--- config.mk ---
export PLATFORM = sky130hd
export DESIGN_NAME = ssp_core
export DESIGN_NICKNAME = d
export VERILOG_FILES = /design/src/rtl/ssp_pkg.sv /design/src/rtl/ssp_cfg_reg.sv /design/src/rtl/ssp_fifo.sv /design/src/rtl/ssp_engine.sv /design/src/rtl/ssp_core.sv
export SDC_FILE = /design/constraint.sdc
export NUM_CORES = 1
export LEC_CHECK = 0
export BUFFER_PORTS_ARGS = -buffer_cell sky130_fd_sc_hd__buf_2
export CAP_MARGIN = 20
export CORE_MARGIN = 2
export CORE_UTILIZATION = 60
export CTS_CLUSTER_SIZE = 28
export DETAILED_ROUTE_END_ITERATION = 16
export HOLD_SLACK_MARGIN = 0.03
export PLACE_DENSITY = 0.8
export SYNTH_ARGS = -nofsm -noshare
export SYNTH_HDL_FRONTEND = slang
export SYNTH_HIERARCHICAL = 1
export SYNTH_SLANG_ARGS = --single-unit
--- constraint.sdc ---
create_clock -name clk -period 4.6 [get_ports clk]
set_input_delay 0.46 -clock clk [delete_from_list [all_inputs] [get_ports clk]]
set_output_delay 0.46 -clock clk [all_outputs]
set_load 0.005 [all_outputs]
--- src/rtl/ssp_pkg.sv ---
package ssp_pkg;

    localparam int WORD_W = 16;
    localparam int LEN_W  = 5;

    typedef struct packed {
        logic       tx_ie;
        logic       rx_ie;
        logic       loop;
        logic [3:0] size_code;
    } ssp_cfg_t;

    localparam int CFG_W = $bits(ssp_cfg_t);

    typedef enum logic [1:0] {
        ENG_IDLE = 2'd0,
        ENG_LOW  = 2'd1,
        ENG_HIGH = 2'd2
    } eng_state_e;

    // Frame length for a size code; codes below 3 fall back to 4 bits.
    function automatic logic [LEN_W-1:0] frame_len(input logic [3:0] code);
        if (code < 4'd3)
            return 5'd4;
        return {1'b0, code} + 5'd1;
    endfunction

    function automatic logic [WORD_W-1:0] len_mask(input logic [LEN_W-1:0] len);
        logic [WORD_W:0] t;
        t = ({{WORD_W{1'b0}}, 1'b1} << len) - 1'b1;
        return t[WORD_W-1:0];
    endfunction

endpackage

--- src/rtl/ssp_cfg_reg.sv ---
module ssp_cfg_reg
    import ssp_pkg::*;
(
    input  logic              clk,
    input  logic              rst,
    input  logic              we,
    input  logic [WORD_W-1:0] wdata,
    output ssp_cfg_t          cfg,
    output logic [WORD_W-1:0] rdata
);

    always_ff @(posedge clk) begin
        if (rst)
            cfg <= '0;
        else if (we)
            cfg <= ssp_cfg_t'(wdata[CFG_W-1:0]);
    end

    assign rdata = {{(WORD_W-CFG_W){1'b0}}, cfg};

endmodule

--- src/rtl/ssp_fifo.sv ---
module ssp_fifo #(
    parameter int W     = 16,
    parameter int DEPTH = 4,
    localparam int PW   = (DEPTH > 1) ? $clog2(DEPTH) : 1,
    localparam int LW   = $clog2(DEPTH + 1)
) (
    input  logic          clk,
    input  logic          rst,
    input  logic          push,
    input  logic [W-1:0]  din,
    input  logic          pop,
    output logic [W-1:0]  dout,
    output logic          full,
    output logic          empty,
    output logic [LW-1:0] level
);

    logic [W-1:0]  mem [DEPTH];
    logic [PW-1:0] wp, rp;
    logic          do_push, do_pop;

    assign full    = (level == LW'(DEPTH));
    assign empty   = (level == '0);
    assign do_push = push && !full;
    assign do_pop  = pop && !empty;
    assign dout    = mem[rp];

    function automatic logic [PW-1:0] nxt(input logic [PW-1:0] p);
        return (p == PW'(DEPTH - 1)) ? '0 : p + 1'b1;
    endfunction

    always_ff @(posedge clk) begin
        if (do_push)
            mem[wp] <= din;
    end

    always_ff @(posedge clk) begin
        if (rst) begin
            wp    <= '0;
            rp    <= '0;
            level <= '0;
        end else begin
            if (do_push) wp <= nxt(wp);
            if (do_pop)  rp <= nxt(rp);
            case ({do_push, do_pop})
                2'b10:   level <= level + 1'b1;
                2'b01:   level <= level - 1'b1;
                default: level <= level;
            endcase
        end
    end

endmodule

--- src/rtl/ssp_engine.sv ---
module ssp_engine
    import ssp_pkg::*;
#(
    parameter int DIV = 2,
    localparam int DW = (DIV > 1) ? $clog2(DIV) : 1
) (
    input  logic              clk,
    input  logic              rst,
    input  logic              tx_avail,
    input  logic [WORD_W-1:0] tx_word,
    output logic              tx_take,
    input  logic [3:0]        size_code,
    input  logic              loop,
    input  logic              ser_in,
    output logic              ser_clk,
    output logic              ser_frm,
    output logic              ser_out,
    output logic              rx_valid,
    output logic [WORD_W-1:0] rx_word
);

    eng_state_e        state;
    logic [WORD_W-1:0] tx_sh;
    logic [WORD_W-1:0] rx_sh;
    logic [LEN_W-1:0]  bits_left;
    logic [LEN_W-1:0]  start_len;
    logic              tick;
    logic              rx_bit;

    // Divider: one tick every DIV cycles of an active phase.
    generate
        if (DIV == 1) begin : g_div_bypass
            assign tick = 1'b1;
        end else begin : g_div_count
            logic [DW-1:0] div_cnt;
            always_ff @(posedge clk) begin
                if (rst || state == ENG_IDLE || tick)
                    div_cnt <= '0;
                else
                    div_cnt <= div_cnt + 1'b1;
            end
            assign tick = (div_cnt == DW'(DIV - 1));
        end
    endgenerate

    assign start_len = frame_len(size_code);
    assign tx_take   = (state == ENG_IDLE) && tx_avail;
    assign ser_out   = tx_sh[WORD_W-1];
    assign rx_bit    = loop ? ser_out : ser_in;
    assign rx_word   = rx_sh;

    always_ff @(posedge clk) begin
        if (rst) begin
            state     <= ENG_IDLE;
            tx_sh     <= '0;
            rx_sh     <= '0;
            bits_left <= '0;
            ser_clk   <= 1'b0;
            ser_frm   <= 1'b0;
            rx_valid  <= 1'b0;
        end else begin
            rx_valid <= 1'b0;
            unique case (state)
                ENG_IDLE: begin
                    if (tx_avail) begin
                        tx_sh     <= (tx_word & len_mask(start_len)) << (5'd16 - start_len);
                        rx_sh     <= '0;
                        bits_left <= start_len;
                        ser_frm   <= 1'b1;
                        state     <= ENG_LOW;
                    end
                end
                ENG_LOW: begin
                    if (tick) begin
                        ser_clk <= 1'b1;
                        rx_sh   <= {rx_sh[WORD_W-2:0], rx_bit};
                        state   <= ENG_HIGH;
                    end
                end
                ENG_HIGH: begin
                    if (tick) begin
                        ser_clk <= 1'b0;
                        if (bits_left == 5'd1) begin
                            ser_frm  <= 1'b0;
                            rx_valid <= 1'b1;
                            tx_sh    <= '0;
                            state    <= ENG_IDLE;
                        end else begin
                            tx_sh     <= tx_sh << 1;
                            bits_left <= bits_left - 1'b1;
                            state     <= ENG_LOW;
                        end
                    end
                end
                default: state <= ENG_IDLE;
            endcase
        end
    end

endmodule

--- src/rtl/ssp_core.sv ---
module ssp_core
    import ssp_pkg::*;
#(
    parameter int DEPTH  = 4,
    parameter int TX_THR = 1,
    parameter int RX_THR = 2,
    parameter int DIV    = 2
) (
    input  logic        clk,
    input  logic        rst,
    input  logic        cfg_we,
    input  logic [15:0] cfg_wdata,
    output logic [15:0] cfg_rdata,
    input  logic        tx_push,
    input  logic [15:0] tx_data,
    output logic        tx_full,
    input  logic        rx_pop,
    output logic [15:0] rx_data,
    output logic        rx_empty,
    output logic        tx_req,
    output logic        rx_req,
    output logic        tx_irq,
    output logic        rx_irq,
    output logic        ser_clk,
    output logic        ser_frm,
    output logic        ser_out,
    input  logic        ser_in
);

    localparam int LW = $clog2(DEPTH + 1);

    ssp_cfg_t          cfg;
    logic              tx_empty, tx_take, rx_valid, rx_full_unused;
    logic [WORD_W-1:0] tx_head, rx_word;
    logic [LW-1:0]     tx_lvl, rx_lvl;

    ssp_cfg_reg u_cfg (
        .clk   (clk),
        .rst   (rst),
        .we    (cfg_we),
        .wdata (cfg_wdata),
        .cfg   (cfg),
        .rdata (cfg_rdata)
    );

    ssp_fifo #(.W(WORD_W), .DEPTH(DEPTH)) u_txq (
        .clk   (clk),
        .rst   (rst),
        .push  (tx_push),
        .din   (tx_data),
        .pop   (tx_take),
        .dout  (tx_head),
        .full  (tx_full),
        .empty (tx_empty),
        .level (tx_lvl)
    );

    ssp_engine #(.DIV(DIV)) u_eng (
        .clk       (clk),
        .rst       (rst),
        .tx_avail  (!tx_empty),
        .tx_word   (tx_head),
        .tx_take   (tx_take),
        .size_code (cfg.size_code),
        .loop      (cfg.loop),
        .ser_in    (ser_in),
        .ser_clk   (ser_clk),
        .ser_frm   (ser_frm),
        .ser_out   (ser_out),
        .rx_valid  (rx_valid),
        .rx_word   (rx_word)
    );

    ssp_fifo #(.W(WORD_W), .DEPTH(DEPTH)) u_rxq (
        .clk   (clk),
        .rst   (rst),
        .push  (rx_valid),
        .din   (rx_word),
        .pop   (rx_pop),
        .dout  (rx_data),
        .full  (rx_full_unused),
        .empty (rx_empty),
        .level (rx_lvl)
    );

    assign tx_req = (tx_lvl <= LW'(TX_THR));
    assign rx_req = (rx_lvl >= LW'(RX_THR));
    assign tx_irq = tx_req & cfg.tx_ie;
    assign rx_irq = rx_req & cfg.rx_ie;

endmodule

==> run_results.csv <==
group,metric,value,unit
run_status,status,"completed",
hold_path,min_path_type,"primary input to register",
timing,rsz0062_at_grt,"no",
cells_and_area,num_antenna_cells,0,
detailed_routing,firstDrtPassIters,5,
global_route,grt_pass1_vias,6085,
detailed_routing,via_per_inst,6.15,
timing,worst_pin_slew,1.06,ns
logic_synthesis,syn-cell-area,9670,sq um
setup_path,end_kind,"register",
global_route,antenna_found_initial,0,
timing,hold_violations,0,
setup_path,crit_family,"compound AO/OA/AOI/OAI gates",
cts,clockRootBuffer,"clkbuf_16",
global_route,grt_max_degree,51,
placed_design,pre_cts_slack,0.727,ns
setup_path,crit_fanout,8,
detailed_routing,via_count,6681,
setup_path,cp-endpoint,"u_eng/tx_sh[14]",
setup_path,worstPathCellList,"ha_1, or3_1, nand2_1, ha_1, ha_1, nor2b_1, mux2i_4, ha_1, nand2b_1, nor2_1, a21oi_1, mux2i_1, o221a_2, a221o_1, a32o_1",
floorplan,die_w,131,um
timing,fin_tns_setup,0,ns
power,finalPower,4.96,mW
floorplan,pin_count,79,
setup_path,cp_slowest_stage_delay,0.42,ns
timing,maxSlewHeadroom,0.292,
placed_design,place_hpwl,13300,um
global_route,overflow,0,
cells_and_area,stdcell_count,1086,
floorplan,start_util,0.611,
placed_design,placed_cells,1053,
setup_path,critical_path_depth,15,
timing,min_period_over_period,0.865,
setup_path,cpMostUsedCell,"ha_1",
job,cap_viol_max_count,0,
setup_path,cp.arrival,4.30,ns
setup_path,crit_required,4.92,ns
setup_path,crit_type,"register to register",
cts,cts_setup_buffers,0,
cts,clockBufferDepth,2,
timing,setup_violations,0,
timing,period_needed,3.98,ns
global_route,grtUsageTotal,0.241,
detailed_routing,ant_nets,0,
cells_and_area,layout_common_cells,"edfxtp_1 (128), nor2_1 (78), dfxtp_1 (68)",
timing,report.final.slew_viol_count,0,
detailed_routing,routed_wl,20100,um
cts,cts_resized,0,
logic_synthesis,syn_avg_cell_area,11.7,sq um
setup_path,worstReg2RegStart,"u_cfg/cfg[0]",
detailed_routing,drt_iter0_markers,541,
setup_path,r2r-end,"u_eng/tx_sh[14]",
cells_and_area,design_area,10600,sq um
timing,fmax,251,MHz
setup_path,startpoint,"u_cfg/cfg[0]",
power,peakVddDrop,0.385,mV
floorplan,core_area,15800,sq um
cells_and_area,layout_commonest_cell,"edfxtp_1",
global_route,grt_pass1_wl,31600,um
detailed_routing,wl_per_cell,18.5,um
setup_path,rrSetupSlack,0.62,ns
cells_and_area,area_delta_synth_final,9.90,%
cts,cts_hold_buf,0,
cts,clk_latency,0.44,ns
power,power.density,467,nW/um^2
placed_design,gp_congestion,0.951,
cts,cts.sinks,196,
timing,layout_setup_ws,0.622,ns
placed_design,io_buffer_count,60,
setup_path,startpoint_type,"register",
floorplan,die_area,17100,sq um
power,leakage,3.76,nW
logic_synthesis,synthCells,825,
setup_path,critical_path_buf_inv_count,0,
floorplan,die_y,131,um
floorplan,row_count,46,
logic_synthesis,yosysWarnings,6,
detailed_routing,drc_errors,0,
cts,htree_levels,4,
cts,clk_pin_slew_worst_paths,0.07,ns
cts,cts_tree,"yes",
setup_path,reg2reg_depth,15,
timing,fin_worst_skew,0.0117,ns
cells_and_area,fin_nets,921,
cells_and_area,drive_above_1_share,0.206,
cts,numCtsBuffers,17,
placed_design,dpl_cell_area,9980,sq um
setup_path,cp_slowest_cell,"a21oi_1",
## state kept, by name, summed over array words and instances (netlist names), named ones only
register / flops
u_rxq/mem: 64
u_txq/wp: 2
u_eng/state: 2
u_eng/ser_clk: 1
u_eng/rx_word: 16
u_eng/tx_sh: 16
u_txq/mem: 64
u_rxq/rp: 2
u_eng/bits_left: 5
u_eng/rx_valid: 1
u_eng/g_div_count.div_cnt: 1
u_txq/level: 3
u_cfg/cfg: 7
u_eng/ser_frm: 1
u_txq/rp: 2
u_rxq/level: 3
u_rxq/wp: 2
## final cells by class
cell class | count | area (sq um)
Clock buffer | 18 | 429
Clock inverter | 14 | 200
Fill cell | 1163 | 5200
Inverter | 36 | 135
Multi-Input combinational cell | 531 | 3960
Sequential cell | 196 | 5200
Tap cell | 216 | 270
Timing Repair Buffer | 75 | 420
## routing by layer
layer  wire, um  GRT usage
met5          0          0
met4        344     0.0795
met3        946     0.0428
met2      10200      0.405
met1       8660      0.321
## worst min-delay path by stage
stage / start / end / slack (ns) / depth (start not counted)
after floorplan: u_eng/tx_sh[0] / u_eng/tx_sh[0] / 0.46 / 2
after global placement: u_eng/tx_sh[0] / u_eng/tx_sh[0] / 0.47 / 2
after detailed placement: u_rxq/rp[0] / register / 0.48 / 2
after CTS: tx_data[2] / u_txq/mem[2][2] / 0.23 / 1
after global routing: tx_data[8] / u_txq/mem[0][8] / 0.23 / 1
final: tx_data[12] / u_txq/mem[0][12] / 0.24 / 1
## where the power goes
group / leakage [nW] / total, mW / internal (mW) / switching [mW]
combinational: 1.73 / 1.30 / 0.496 / 0.800
clock: 0.300 / 1.52 / 0.796 / 0.726
sequential: 1.73 / 2.15 / 2.03 / 0.116
## stage by stage
step	utilization	hold slack (ns)
6_report	0.671	0.237
3_3_place_gp	0.630	0.469
3_5_place_dp	0.630	0.480
4_1_cts	0.670	0.225
5_1_grt	0.671	0.230
2_1_floorplan	-	0.455
Power figures use the tool's default switching activity.
